File: config.mk
export PLATFORM = sky130hd
export DESIGN_NAME = dac_serial_frontend
export DESIGN_NICKNAME = d
export VERILOG_FILES = /design/src/rtl/dac_fe_pkg.sv /design/src/rtl/dfe_sync.sv /design/src/rtl/dfe_edge.sv /design/src/rtl/dfe_shift.sv /design/src/rtl/dfe_latch.sv /design/src/rtl/dac_serial_frontend.sv
export SDC_FILE = /design/constraint.sdc
export NUM_CORES = 1
export LEC_CHECK = 0
export ABC_AREA = 1
export BUFFER_PORTS_ARGS = -buffer_cell sky130_fd_sc_hd__buf_2
export CORE_ASPECT_RATIO = 1.25
export CORE_MARGIN = 3
export CORE_UTILIZATION = 51
export DETAILED_ROUTE_END_ITERATION = 7
export PLACE_DENSITY = 0.74
export SLEW_MARGIN = 20
export SYNTH_ARGS = -nofsm -noshare
export SYNTH_HDL_FRONTEND = slang
export SYNTH_HIERARCHICAL = 1
export SYNTH_SLANG_ARGS = --single-unit
File: constraint.sdc
create_clock -name clk -period 1.4 [get_ports clk]
set_input_delay 0.07 -clock clk [delete_from_list [all_inputs] [get_ports clk]]
set_output_delay 0.07 -clock clk [all_outputs]
set_load 0.01 [all_outputs]
File: src/rtl/dac_fe_pkg.sv
package dac_fe_pkg;
  localparam int PIN_SEL  = 0;
  localparam int PIN_SCK  = 1;
  localparam int PIN_SDAT = 2;
  localparam int PIN_LOAD = 3;
  localparam int NUM_PINS = 4;
  // idle levels: select and load high, clock and data low
  localparam logic [NUM_PINS-1:0] PIN_IDLE = 4'b1001;

  typedef struct packed {
    logic sel_high;
    logic sel_rise;
    logic sck_rise;
    logic sdat;
    logic load_high;
    logic load_fall;
  } pin_evt_t;
endpackage

File: src/rtl/dfe_sync.sv
module dfe_sync #(
  parameter int W = 4,
  parameter int STAGES = 2,
  parameter logic [W-1:0] RST_VAL = '0
) (
  input  logic         clk,
  input  logic         rst,
  input  logic [W-1:0] d,
  output logic [W-1:0] q
);
  logic [STAGES-1:0][W-1:0] chain;

  generate
    for (genvar gi = 0; gi < STAGES; gi++) begin : g_stage
      if (gi == 0) begin : g_first
        always_ff @(posedge clk) begin
          if (rst) chain[0] <= RST_VAL;
          else     chain[0] <= d;
        end
      end else begin : g_next
        always_ff @(posedge clk) begin
          if (rst) chain[gi] <= RST_VAL;
          else     chain[gi] <= chain[gi-1];
        end
      end
    end
  endgenerate

  assign q = chain[STAGES-1];
endmodule

File: src/rtl/dfe_edge.sv
module dfe_edge
  import dac_fe_pkg::*;
(
  input  logic                clk,
  input  logic                rst,
  input  logic [NUM_PINS-1:0] lvl,
  output pin_evt_t            evt
);
  logic [NUM_PINS-1:0] prev_q;

  always_ff @(posedge clk) begin
    if (rst) prev_q <= PIN_IDLE;
    else     prev_q <= lvl;
  end

  always_comb begin
    evt.sel_high  = lvl[PIN_SEL];
    evt.sel_rise  = lvl[PIN_SEL] & ~prev_q[PIN_SEL];
    evt.sck_rise  = lvl[PIN_SCK] & ~prev_q[PIN_SCK];
    evt.sdat      = lvl[PIN_SDAT];
    evt.load_high = lvl[PIN_LOAD];
    evt.load_fall = ~lvl[PIN_LOAD] & prev_q[PIN_LOAD];
  end
endmodule

File: src/rtl/dfe_shift.sv
module dfe_shift #(
  parameter int DATA_W = 16
) (
  input  logic              clk,
  input  logic              rst,
  input  logic              sel_high,
  input  logic              sck_rise,
  input  logic              sdat,
  output logic [DATA_W-1:0] word
);
  logic [DATA_W-1:0] sr_q;

  // no reset on purpose: contents survive across frames
  always_ff @(posedge clk) begin
    if (!sel_high && sck_rise) sr_q <= {sr_q[DATA_W-2:0], sdat};
  end

  assign word = sr_q;

  AST_SHIFT_IDLE_HOLD: assert property (@(posedge clk) disable iff (rst)
    sel_high |=> $stable(sr_q));
  AST_SHIFT_LSB_ENTRY: assert property (@(posedge clk) disable iff (rst)
    (!sel_high && sck_rise) |=> (sr_q[0] == $past(sdat)));
endmodule

File: src/rtl/dfe_latch.sv
module dfe_latch
  import dac_fe_pkg::*;
#(
  parameter int DATA_W = 16
) (
  input  logic              clk,
  input  logic              rst,
  input  logic              mode_immediate,
  input  pin_evt_t          evt,
  input  logic [DATA_W-1:0] shift_word,
  output logic [DATA_W-1:0] code,
  output logic              update,
  output logic              err
);
  logic [DATA_W-1:0] inreg_q;
  logic [DATA_W-1:0] load_val;
  logic              load_now;
  logic              err_now;

  always_comb begin
    load_now = 1'b0;
    err_now  = 1'b0;
    load_val = inreg_q;
    if (evt.sel_rise && (mode_immediate || !evt.load_high)) begin
      load_now = 1'b1;
      load_val = shift_word;
    end else if (!mode_immediate && evt.load_fall) begin
      if (evt.sel_high) load_now = 1'b1;
      else              err_now  = 1'b1;
    end
  end

  always_ff @(posedge clk) begin
    if (rst) begin
      inreg_q <= '0;
      code    <= '0;
      update  <= 1'b0;
      err     <= 1'b0;
    end else begin
      if (evt.sel_rise) inreg_q <= shift_word;
      if (load_now)     code    <= load_val;
      update <= load_now;
      err    <= err_now;
    end
  end

  AST_INREG_FRAME_ONLY: assert property (@(posedge clk) disable iff (rst)
    !evt.sel_rise |=> $stable(inreg_q));
  AST_CODE_CHANGE_STROBE: assert property (@(posedge clk) disable iff (rst)
    (code != $past(code)) |-> update);
  AST_ERR_NO_WRITE: assert property (@(posedge clk) disable iff (rst)
    err |-> (!update && $stable(code)));
  AST_IMM_FOLLOWS: assert property (@(posedge clk) disable iff (rst)
    (mode_immediate && evt.sel_rise) |=> (code == inreg_q));
endmodule

File: src/rtl/dac_serial_frontend.sv
module dac_serial_frontend
  import dac_fe_pkg::*;
#(
  parameter int DATA_W = 16,
  parameter int SYNC_STAGES = 2
) (
  input  logic              clk,
  input  logic              rst,
  input  logic              sel_n,
  input  logic              sck,
  input  logic              sdata,
  input  logic              load_n,
  input  logic              mode_immediate,
  output logic [DATA_W-1:0] dac_code,
  output logic              dac_update,
  output logic              proto_err
);
  logic [NUM_PINS-1:0] raw_pins;
  logic [NUM_PINS-1:0] sync_pins;
  logic [DATA_W-1:0]   shift_word;
  pin_evt_t            evt;

  always_comb begin
    raw_pins           = '0;
    raw_pins[PIN_SEL]  = sel_n;
    raw_pins[PIN_SCK]  = sck;
    raw_pins[PIN_SDAT] = sdata;
    raw_pins[PIN_LOAD] = load_n;
  end

  dfe_sync #(.W(NUM_PINS), .STAGES(SYNC_STAGES), .RST_VAL(PIN_IDLE)) u_sync (
    .clk(clk), .rst(rst), .d(raw_pins), .q(sync_pins)
  );

  dfe_edge u_edge (
    .clk(clk), .rst(rst), .lvl(sync_pins), .evt(evt)
  );

  dfe_shift #(.DATA_W(DATA_W)) u_shift (
    .clk(clk), .rst(rst), .sel_high(evt.sel_high), .sck_rise(evt.sck_rise),
    .sdat(evt.sdat), .word(shift_word)
  );

  dfe_latch #(.DATA_W(DATA_W)) u_latch (
    .clk(clk), .rst(rst), .mode_immediate(mode_immediate), .evt(evt),
    .shift_word(shift_word), .code(dac_code), .update(dac_update), .err(proto_err)
  );

  AST_STROBE_SINGLE: assert property (@(posedge clk) disable iff (rst)
    dac_update |=> !dac_update);
  AST_ERR_SINGLE: assert property (@(posedge clk) disable iff (rst)
    proto_err |=> !proto_err);
endmodule

==> metrics.md, run 1 <==
| Metric | Value |
|---|---|
| Net Sw Power | 743.4 uW |
| Final number of max-transition violations | 0 |
| # DRC | 0 |
| Num CTS Buffers | 9 |
| Seq pwr share | 0.528 |
| VDD IR max | 0.8210 mV |
| Via/cell ratio | 4.784 |
| Top_reg_cell synth | dfxtp_1 |
| Die Height | 81.24 um |
| Peak Freq | 0.8012 GHz |
| Vias in the first global route | 1688 |
| MaxCap Viol Count | 0 |
| Gp weighted congestion | 0.7874 |
| Rel. slew slack | 0.7899 |
| Sequential area share after synthesis | 0.5980 |
| Top-count cell post-synth | nor2_1 |
| Final setup fails | 0 |
| Setup TNS | 0 ns |
| Layout Nets | 316 |
| Crit-path max FO | 11 |
| Filler Cell Count | 366 |
| Die area | 5377 um2 |
| DRT Pass-1 Iters | 4 |
| Fin crit period | 1.248 ns |
| GRT Total Usage | 0.1961 |
| Post-synth top area cell | dfxtp_1 |
| Clk sinks | 61 |
| Synth warn | 6 |
| Top Ports | 25 |
| Share of layout cells above drive strength 1 | 0.2006 |
| Lkg Pwr | 1.333 nW |
| Layout Utilization | 0.6568 |
| Gr ovfl total | 0 |
| Synth top area share | 0.3900 |
| Slew @ Worst Pin | 0.3122 ns |
| Fin crit share | 0.8916 |
| Antenna cells | 0 |
| Syn nets | 277 |
| CP arrival | 1.47 ns |
| Global-route wire length before repair | 7693 um |
| Post-synth EDFFs | 16 |
| Number of synthesized register bits | 61 |
| Vias | 1770 |
| Register area | 1383 um2 |
| Pin count of the biggest net entering global routing | 29 |
| Drt wl/cell | 11.93 um |
| Core box area | 4229 um2 |
| RSZ-0062 raised after global routing | no |
| Hold Violations, Final | 0 |
| Worst setup margin | 0.1518 ns |
| Starting Density | 0.5462 |
| CTS H-Tree Depth | 3 |
| Critical Path Source Type | flip-flop |
| CP Class | flip-flop to flip-flop |
| Clock skew | 0.009158 ns |
| Netlist cell types | 20 |
| Switching Share | 0.2102 |
| Clk_lat worst skew | 0.34 ns |
| Status | complete, no violations |
| Post-Syn Instances | 270 |
| Pwr/cell area | 1273 nW/um2 |
| Crit path required time | 1.62 ns |
| Number of core rows | 26 |
| Drt total wl | 4414 um |
| Drt initial violations | 148 |
| Root buffer cell | clkbuf_8 |
| Commonest cells in the synthesized netlist | nor2_1 (60), dfxtp_1 (45), nand2_1 (41) |
| Class of the worst hold path | primary input to flip-flop |
| CTS tree | yes |
| Clock buffer depth | 2 |
| Number of antenna violations at the first check in global routing | 0 |
| Clk network pwr share | 0.420 |
| Clock Pin Slew Worst Setup and Hold Paths | 0.06 ns |
| Layout area overhead | 20.26% |
| Cell internal pwr | 2.792 mW |
| Chip width | 66.19 um |
| Dpl ws | 0.1074 ns |
| IO Port Bufs | 24 |
| Multi-input logic area | 721.9 um2 |
| Tot Pwr | 3.536 mW |
| Post-DRT Antenna Nets | 0 |
| Combinational fraction of design power | 0.052 |
| Ys async rst share | 0 |
| Mean area per synthesized cell | 8.555 um2 |
| Top cells by area, synth | dfxtp_1 (39%), edfxtp_1 (21%), nor2_1 (9.8%), nand2_1 (6.7%), o21ai_0 (5.0%) |
| CP endpoint kind | flip-flop |
| Hpwl dp | 2947 um |
| Post-synthesis cell area | 2310 um2 |
worst paths after layout:
kind,from,cells after the start,end,slack [ns]
hold / removal,mode_immediate,4,u_latch/err$_SDFF_PP0_,0.15
setup reg to reg,u_sync/q[3]$_SDFF_PP1_,6,u_latch/code[4]$_SDFFE_PP0P_,0.15
hold reg to reg,u_sync/q[2]$_SDFF_PP0_,0,u_shift/word[0]$_DFFE_PP_,0.41
setup / recovery,u_sync/q[3]$_SDFF_PP1_,6,u_latch/code[4]$_SDFFE_PP0P_,0.15
power groups by stage:
| stage | Combinational, mW | Sequential, mW | Clock [mW] |
|---|---|---|---|
| floorplan | 0.110 | 1.91 | 0 |
| global placement | 0.168 | 1.90 | 0 |
| detailed placement | 0.171 | 1.90 | 0 |
| CTS | 0.182 | 1.87 | 1.52 |
| global route | 0.209 | 1.87 | 1.60 |
| finish | 0.183 | 1.87 | 1.49 |
routing by layer:
metal  global-route usage  wire length (um)  vias up
li1                     -                 -      929
met5                    0                 0        -
met3              0.08575               255        7
met4              0.07927                63        0
met1               0.2304              1956      792
met2               0.3128              2139       42
per-stage QoR:
step                hold slack [ns]  cell area (um2)  cells
global placement             0.2455             2526    349
detailed placement           0.2516             2526    349
CTS                          0.1071             2764    370
finish                       0.1496             2778    370
global route                 0.1717             2778    370
floorplan                    0.1412             2312    270
kinds of logic after synthesis:
logic type / Yosys count / share of synthesized area
and+or+nand+nor: 133 / 0.2405
AOI/OAI and AO/OA: 28 / 0.06555
DFF: 61 / 0.5980
buffers and inverters: 48 / 0.09588
cells in the final DEF, fill, tap and decap left out, drive strengths merged:
cell type    count
nand3           23
edfxtp          16
nand4            4
dlygate4sd3      5
a21oi            5
clkinv           2
dfxtp           45
clkbuf          14
bufinv           1
buf             39
inv             31
nand2           43
o21ai           23
nor4             1
nor2            62
registers in the layout (all words and copies together), names as in the netlist:
signal           cells
u_sync/q             4
u_latch/err          1
u_latch/code        16
u_latch/inreg_q     16
u_sync/chain         4
u_edge/prev_q        3
u_latch/update       1
u_shift/word        16
final cells by class:
type | count | share of cell area
inverter | 32 | 0.04324
sequential | 61 | 0.4977
tap | 56 | 0.02523
timing repair buffer | 44 | 0.1063
clock inverter | 2 | 0.01261
multi-input combinational | 161 | 0.2599
clock buffer | 14 | 0.05495
worst max-delay path, stage by stage (launching register included):
cell and delay [ns]:
dfxtp_2 0.40, nand2_2 0.10, nand2_1 0.15, buf_4 0.20
nand2_1 0.09, o21ai_0 0.15, nor2_1 0.05
repair_timing:
action | in CTS | in global routing
resized for setup | 0 | 4
endpoints found under the setup margin | 0 | 10
buffers inserted | 0 | 0
hold buffers | 5 | 0
hold endpoints to repair | 7 | 0
Power figures use the tool's default switching activity.
==> inputs of run 2 (changes only) <==
- REMOVE_ABC_BUFFERS: unset -> 1
==> run 2 against run 1 <==
Clock-buffer cell count decreased by 1; final cell count unchanged; fmax decreased by 0.62%; register-to-register slack about the same; flip-flop and latch count unchanged; critical path type unchanged; critical endpoint unchanged; highest routed layer unchanged.
==> metrics.md, run 2 (same netlist as run 1, synthesis figures left out) <==
| Metric | Value |
|---|---|
| Status | complete, no violations |
| Clock Pin Slew Worst Setup and Hold Paths | 0.06 ns (about the same) |
| Number of core rows | 26 (unchanged) |
| Root buffer cell | clkbuf_8 |
| Gr ovfl total | 0 (unchanged) |
| Starting Density | 0.5462 (unchanged) |
| Pin count of the biggest net entering global routing | 29 (unchanged) |
| Worst reg2reg setup slack | 0.14 ns (about the same) |
| Hold_ws | 0.1315 ns (-0.01814 ns) |
| Most used cell, CP | nand2_1 |
| GRT Total Usage | 0.1958 (-0.0002905) |
| Num CTS Buffers | 9 (unchanged) |
| DRT Pass-1 Iters | 4 (unchanged) |
| Peak Freq | 0.7962 GHz (-0.62%) |
| Tot Pwr | 3.337 mW (-5.6%) |
| Dpl cells | 350 (+0.29%) |
| Class of the worst hold path | primary input to flip-flop |
| Vias | 1763 (-0.40%) |
| Cells on worst reg2reg path | 6 (unchanged) |
| IO Port Bufs | 24 (unchanged) |
| Layout Nets | 316 (unchanged) |
| Lkg Pwr | 1.325 nW (-0.64%) |
| Crit path required time | 1.62 ns (about the same) |
| VDD IR max | 1.144 mV (+39%) |
| CTS H-Tree Depth | 3 (unchanged) |
| Layout area overhead | 19.18% |
| Post-Layout Cell Count | 370 (unchanged) |
| Crit-path max FO | 13 (+2) |
| Fin crit share | 0.8971 (+0.005541) |
| # DRC | 0 (unchanged) |
| Rel. slew slack | 0.8267 (+0.03673) |
| Chip width | 66.19 um (unchanged) |
| Clock buffer depth | 2 (unchanged) |
| RSZ-0062 raised after global routing | no |
| Final number of max-transition violations | 0 (unchanged) |
| Die area | 5377 um2 (unchanged) |
| Antenna cells | 0 (unchanged) |
| CP arrival | 1.48 ns (about the same) |
| Slew @ Worst Pin | 0.2600 ns (-0.05221 ns) |
| Share of layout cells above drive strength 1 | 0.1943 (-0.006369) |
| Pwr/cell area | 1212 nW/um2 (-4.8%) |
| MaxCap Viol Count | 0 (unchanged) |
| Global-route wire length before repair | 7783 um (+1.2%) |
| CP Class | flip-flop to flip-flop |
| Slowest stage cell, crit path | dfxtp_1 |
| Hpwl dp | 2916 um (-1.1%) |
| Clk_lat worst skew | 0.33 ns (about the same) |
| Top Ports | 25 (unchanged) |
| Core box area | 4229 um2 (unchanged) |
| Clock skew | 0.005065 ns (-0.004093 ns) |
| CTS tree | yes |
| Die Height | 81.24 um (unchanged) |
| Most frequent cells in the layout | nor2_1 (59), dfxtp_1 (45), nand2_1 (41) |
| Via/cell ratio | 4.765 (-0.40%) |
| Final setup fails | 0 (unchanged) |
| Worst reg2reg startpoint | u_sync/q[3]$_SDFF_PP1_ |
| Drt total wl | 4430 um (+0.36%) |
| Post CTS Setup Buffer Count | 0 (unchanged) |
| CP Cell Sequence | nand2_2 > nand2_1 > buf_4 > nand2_1 > o21ai_0 > nor2_1 |
| Critical Path Source Type | flip-flop |
| Drt initial violations | 119 (-20%) |
| Vias in the first global route | 1760 (+4.3%) |
| Hold Path Sink | u_sync/chain[2]$_SDFF_PP0_ |
| Gp weighted congestion | 0.7859 (-0.19%) |
| Fin crit period | 1.256 ns (+0.007758 ns) |
| Clk sinks | 61 (unchanged) |
| Hold Violations, Final | 0 (unchanged) |
| RR Endpoint | u_latch/code[4]$_SDFFE_PP0P_ |
| CP endpoint kind | flip-flop |
| Hold Path Stages | 3 (-1) |
| Commonest non-fill, non-tap cell in the layout | nor2_1 |
| Number of antenna violations at the first check in global routing | 0 (unchanged) |
| Max incr delay on CP | 0.39 ns (about the same) |
| Post-DRT Antenna Nets | 0 (unchanged) |
| Drt wl/cell | 11.97 um (+0.36%) |
| Launch point of the worst hold path | rst |
-- run 2: cell count changes in the layout (fill, tap and decap cells not counted) --
cell           delta
clkinv_1          +2
buf_12            +1
bufinv_16         -1
clkbuf_1          -1
dfxtp_1           +1
dfxtp_2           -1
dlygate4sd3_1     -1
nor2_1            +1
nor2_4            -1
-- run 2: worst max path at each step --
stage | startpoint | to | slack, ns | depth (start not counted)
floorplan | u_sync/q[0]$_SDFF_PP1_ | u_latch/code[0]$_SDFFE_PP0P_ | -0.63 | 7
global placement | u_sync/q[3]$_SDFF_PP1_ | u_latch/code[4]$_SDFFE_PP0P_ | 0.16 | 7
detailed placement | u_sync/q[3]$_SDFF_PP1_ | u_latch/code[4]$_SDFFE_PP0P_ | 0.11 | 7
CTS | u_sync/q[3]$_SDFF_PP1_ | u_latch/code[4]$_SDFFE_PP0P_ | 0.09 | 7
global route | u_sync/q[3]$_SDFF_PP1_ | u_latch/code[4]$_SDFFE_PP0P_ | 0.006 | 7
finish | u_sync/q[3]$_SDFF_PP1_ | u_latch/code[4]$_SDFFE_PP0P_ | 0.14 | 6
-- run 2: final cells by class --
class / instances / area [um2]
fill: 367 / 1476
sequential: 61 / 1381
multi-input combinational: 161 / 714.4
timing repair buffer: 44 / 305.3
clock buffer: 13 / 148.9
inverter: 32 / 120.1
tap: 56 / 70.07
clock inverter: 3 / 12.51
-- run 2: metrics by stage --
stage                 util  setup slack (ns)  instance area (um2)  TNS [ns]
finish              0.6509            0.1440                 2753         0
global route        0.6509          0.005511                 2753         0
CTS                 0.6491           0.09473                 2745         0
detailed placement  0.6015            0.1094                 2544         0
global placement    0.6015            0.1598                 2544         0
floorplan                -           -0.6268                 2208    -10.25
-- run 2: critical path, delay by kind of cell, from the launching register on --
kind	cells	cell delay, ns
and+or+nand+nor	4	0.41
DFF	1	0.39
buffers and inverters	1	0.20
AOI/OAI and AO/OA	1	0.16
-- run 2: repair_timing --
action	4_1_cts	5_1_grt
hold endpoints to repair	4	0
hold buffers	4	0
endpoints found under the setup margin	0	8
gates resized for setup	0	2
-- run 2: where the power goes --
part           switching (mW)  leakage, nW  internal (mW)
registers              0.0191        0.511           1.85
clock network           0.607       0.0825          0.677
logic                   0.110        0.732         0.0766
-- run 2: per-layer routing --
layer | global-route usage | wire length (um) | up-vias | part of all wire
li1 | - | - | 926 | -
met1 | 0.2349 | 1953 | 788 | 0.44
met2 | 0.3208 | 2167 | 44 | 0.49
met3 | 0.06639 | 252 | 5 | 0.057
met4 | 0.07927 | 55 | 0 | 0.012
met5 | 0 | 0 | - | 0
==> inputs of run 3 (changes only) <==
--- a/config.mk
+++ b/config.mk
@@ -12,5 +12,7 @@
 export CORE_UTILIZATION = 51
 export DETAILED_ROUTE_END_ITERATION = 7
+export GPL_TIMING_DRIVEN = 0
 export PLACE_DENSITY = 0.74
+export RECOVER_POWER = 25
 export REMOVE_ABC_BUFFERS = 1
 export SLEW_MARGIN = 20
==> constraint.sdc (replaced) <==
create_clock -name clk -period 1.4 [get_ports clk]
set_input_delay 0.28 -clock clk [delete_from_list [all_inputs] [get_ports clk]]
set_output_delay 0.28 -clock clk [all_outputs]
set_load 0.01 [all_outputs]
==> run 3 against run 2 <==
Sequential power is essentially flat; flip-flop and latch count is the same; highest routed layer unchanged; final cell count shrank 0.54%; critical path type unchanged; wire length grew 15%; critical endpoint unchanged.
==> metrics.md, run 3 (same netlist as run 1, synthesis figures left out) <==
| Metric | Value |
|---|---|
| Drt wl/cell | 13.87 um (+16%) |
| Drt total wl | 5103 um (+15%) |
| Num CTS Buffers | 9 (unchanged) |
| Vias in the first global route | 1780 (+1.1%) |
| Final number of max-transition violations | 0 (unchanged) |
| Die Height | 81.24 um (unchanged) |
| RR Endpoint | u_latch/code[4]$_SDFFE_PP0P_ |
| Clock skew | 0.01072 ns (+0.005651 ns) |
| Fin crit share | 0.9507 (+0.05361) |
| Hpwl dp | 2670 um (-8.4%) |
| Pin count of the biggest net entering global routing | 29 (unchanged) |
| Launch point of the worst hold path | sel_n |
| Crit-path max FO | 6 (-7) |
| DR WL met3 | 246 um (-2.4%) |
| Core box area | 4229 um2 (unchanged) |
| # DRC | 0 (unchanged) |
| Number of antenna violations at the first check in global routing | 0 (unchanged) |
| Layout Nets | 314 (-0.63%) |
| CTS H-Tree Depth | 3 (unchanged) |
| Post-DRT Antenna Nets | 0 (unchanged) |
| Slew @ Worst Pin | 0.5417 ns (+0.2817 ns) |
| RSZ-0062 raised after global routing | yes |
| Worst reg2reg setup slack | 0.07 ns (-0.08 ns) |
| Rel. slew slack | 0.6385 (-0.1882) |
| Most frequent cells in the layout | nor2_1 (54), dfxtp_1 (42), nand2_1 (38) |
| Worst reg2reg startpoint | u_edge/prev_q[3]$_SDFF_PP1_ |
| Critical Path Source Type | flip-flop |
| Status | complete, no violations |
| Hold Path Sink | u_sync/chain[0]$_SDFF_PP1_ |
| Lkg Pwr | 1.349 nW (+1.8%) |
| Gr ovfl total | 0 (unchanged) |
| Via/cell ratio | 5.071 (+6.4%) |
| Global-route wire length before repair | 7914 um (+1.7%) |
| WL met2 | 2553 um (+18%) |
| Clock buffer depth | 2 (unchanged) |
| Antenna cells | 0 (unchanged) |
| Max Used Layer | met4 |
| Pwr/cell area | 1198 nW/um2 (-1.2%) |
| Number of core rows | 26 (unchanged) |
| Hold Violations, Final | 0 (unchanged) |
| Clk_lat worst skew | 0.33 ns (about the same) |
| Peak Freq | 0.7513 GHz (-5.6%) |
| GRT Total Usage | 0.1995 (+0.003720) |
| CTS tree | yes |
| Crit path required time | 1.62 ns (about the same) |
| CP endpoint kind | flip-flop |
| Hold Path Stages | 3 (unchanged) |
| Vias | 1866 (+5.8%) |
| DRT Pass-1 Iters | 4 (unchanged) |
| Commonest non-fill, non-tap cell in the layout | nor2_1 |
| Clk sinks | 61 (unchanged) |
| CP Class | flip-flop to flip-flop |
| Top Ports | 25 (unchanged) |
| Die area | 5377 um2 (unchanged) |
| Clock Pin Slew Worst Setup and Hold Paths | 0.07 ns (about the same) |
| IO Port Bufs | 24 (unchanged) |
| Class of the worst hold path | primary input to flip-flop |
| Gp weighted congestion | 0.7196 (-8.4%) |
| Root buffer cell | clkbuf_8 |
| Layout area overhead | 24.11% |
| Drt initial violations | 163 (+37%) |
| Met1 WL | 2208 um (+13%) |
| Share of layout cells above drive strength 1 | 0.2564 (+0.06214) |
| Cells on worst reg2reg path | 7 (+1) |
| Fin crit period | 1.331 ns (+0.07505 ns) |
| Tot Pwr | 3.434 mW (+2.9%) |
| VDD IR max | 0.8043 mV (-30%) |
| MaxCap Viol Count | 0 (unchanged) |
| Worst Setup SP | u_edge/prev_q[3]$_SDFF_PP1_ |
| Final setup fails | 0 (unchanged) |
| CP arrival | 1.55 ns (+0.07 ns) |
| Starting Density | 0.5462 (unchanged) |
| # hold bufs at CTS | 0 (-4) |
| Layout Utilization | 0.6778 (+0.02692) |
| Chip width | 66.19 um (unchanged) |
-- run 3: cell count changes in the layout (fill, tap and decap cells not counted), sizes merged --
cell / before / now
clkinvlp: 0 / 1
nor2: 62 / 63
dlygate4sd3: 4 / 0
nand2: 43 / 44
clkinv: 4 / 2
clkbuf: 13 / 14
-- run 3: metal layers --
metal / vias to the layer above / global-route usage
met3: 8 / 0.05394
met2: 52 / 0.3247
li1: 932 / -
met5: - / 0
met4: 0 / 0.1057
met1: 874 / 0.2389
-- run 3: worst max path at each step --
stage / to / cells past startpoint
2_1_floorplan: u_latch/code[0]$_SDFFE_PP0P_ / 7
3_3_place_gp: u_latch/code[0]$_SDFFE_PP0P_ / 7
3_5_place_dp: u_latch/code[0]$_SDFFE_PP0P_ / 7
4_1_cts: u_latch/code[2]$_SDFFE_PP0P_ / 9
5_1_grt: u_latch/code[13]$_SDFFE_PP0P_ / 10
6_report: u_latch/code[4]$_SDFFE_PP0P_ / 7
-- run 3: per-stage QoR --
step | hold slack, ns | setup TNS (ns) | instances | worst slack [ns] | cell area [um2]
after detailed placement | 0.3985 | -32.98 | 334 | -1.432 | 2399
after global routing | 0.1503 | -0.1317 | 368 | -0.04594 | 2867
after global placement | 0.3866 | -31.44 | 334 | -1.411 | 2399
after CTS | 0.1245 | 0 | 359 | 0.02445 | 2716
final | 0.1375 | 0 | 368 | 0.06898 | 2867
after floorplan | 0.3512 | -10.25 | 254 | -0.6268 | 2208
-- run 3: power by group --
group	switching [mW]	internal, mW	total (mW)
registers	0.0236	1.85	1.87
clock network	0.626	0.736	1.36
logic	0.126	0.0767	0.203
total	0.776	2.66	3.43
-- run 3: layout make-up --
cell class | instances | area (um2)
Sequential cell | 61 | 1388
Fill cell | 331 | 1363
Multi-Input combinational cell | 163 | 817.0
Timing Repair Buffer | 40 | 276.5
Clock buffer | 14 | 162.7
Inverter | 32 | 142.6
Tap cell | 56 | 70.07
Clock inverter | 2 | 10.01
-- run 3: repair_timing --
action                                  CTS  global route
cloned                                    1             2
endpoints found under the setup margin   50            32
setup buffers                             8             7
gates resized for setup                  17            24
pin swaps                                 1             7
-- run 3: critical path, cell delays in order, from the launching register on --
cell and delay, ns:
dfxtp_1 0.30, inv_1 0.06, nor2_4 0.18, nand2_1 0.14
nor2_4 0.22, nand2_1 0.12, o21ai_0 0.15, nor2_1 0.05
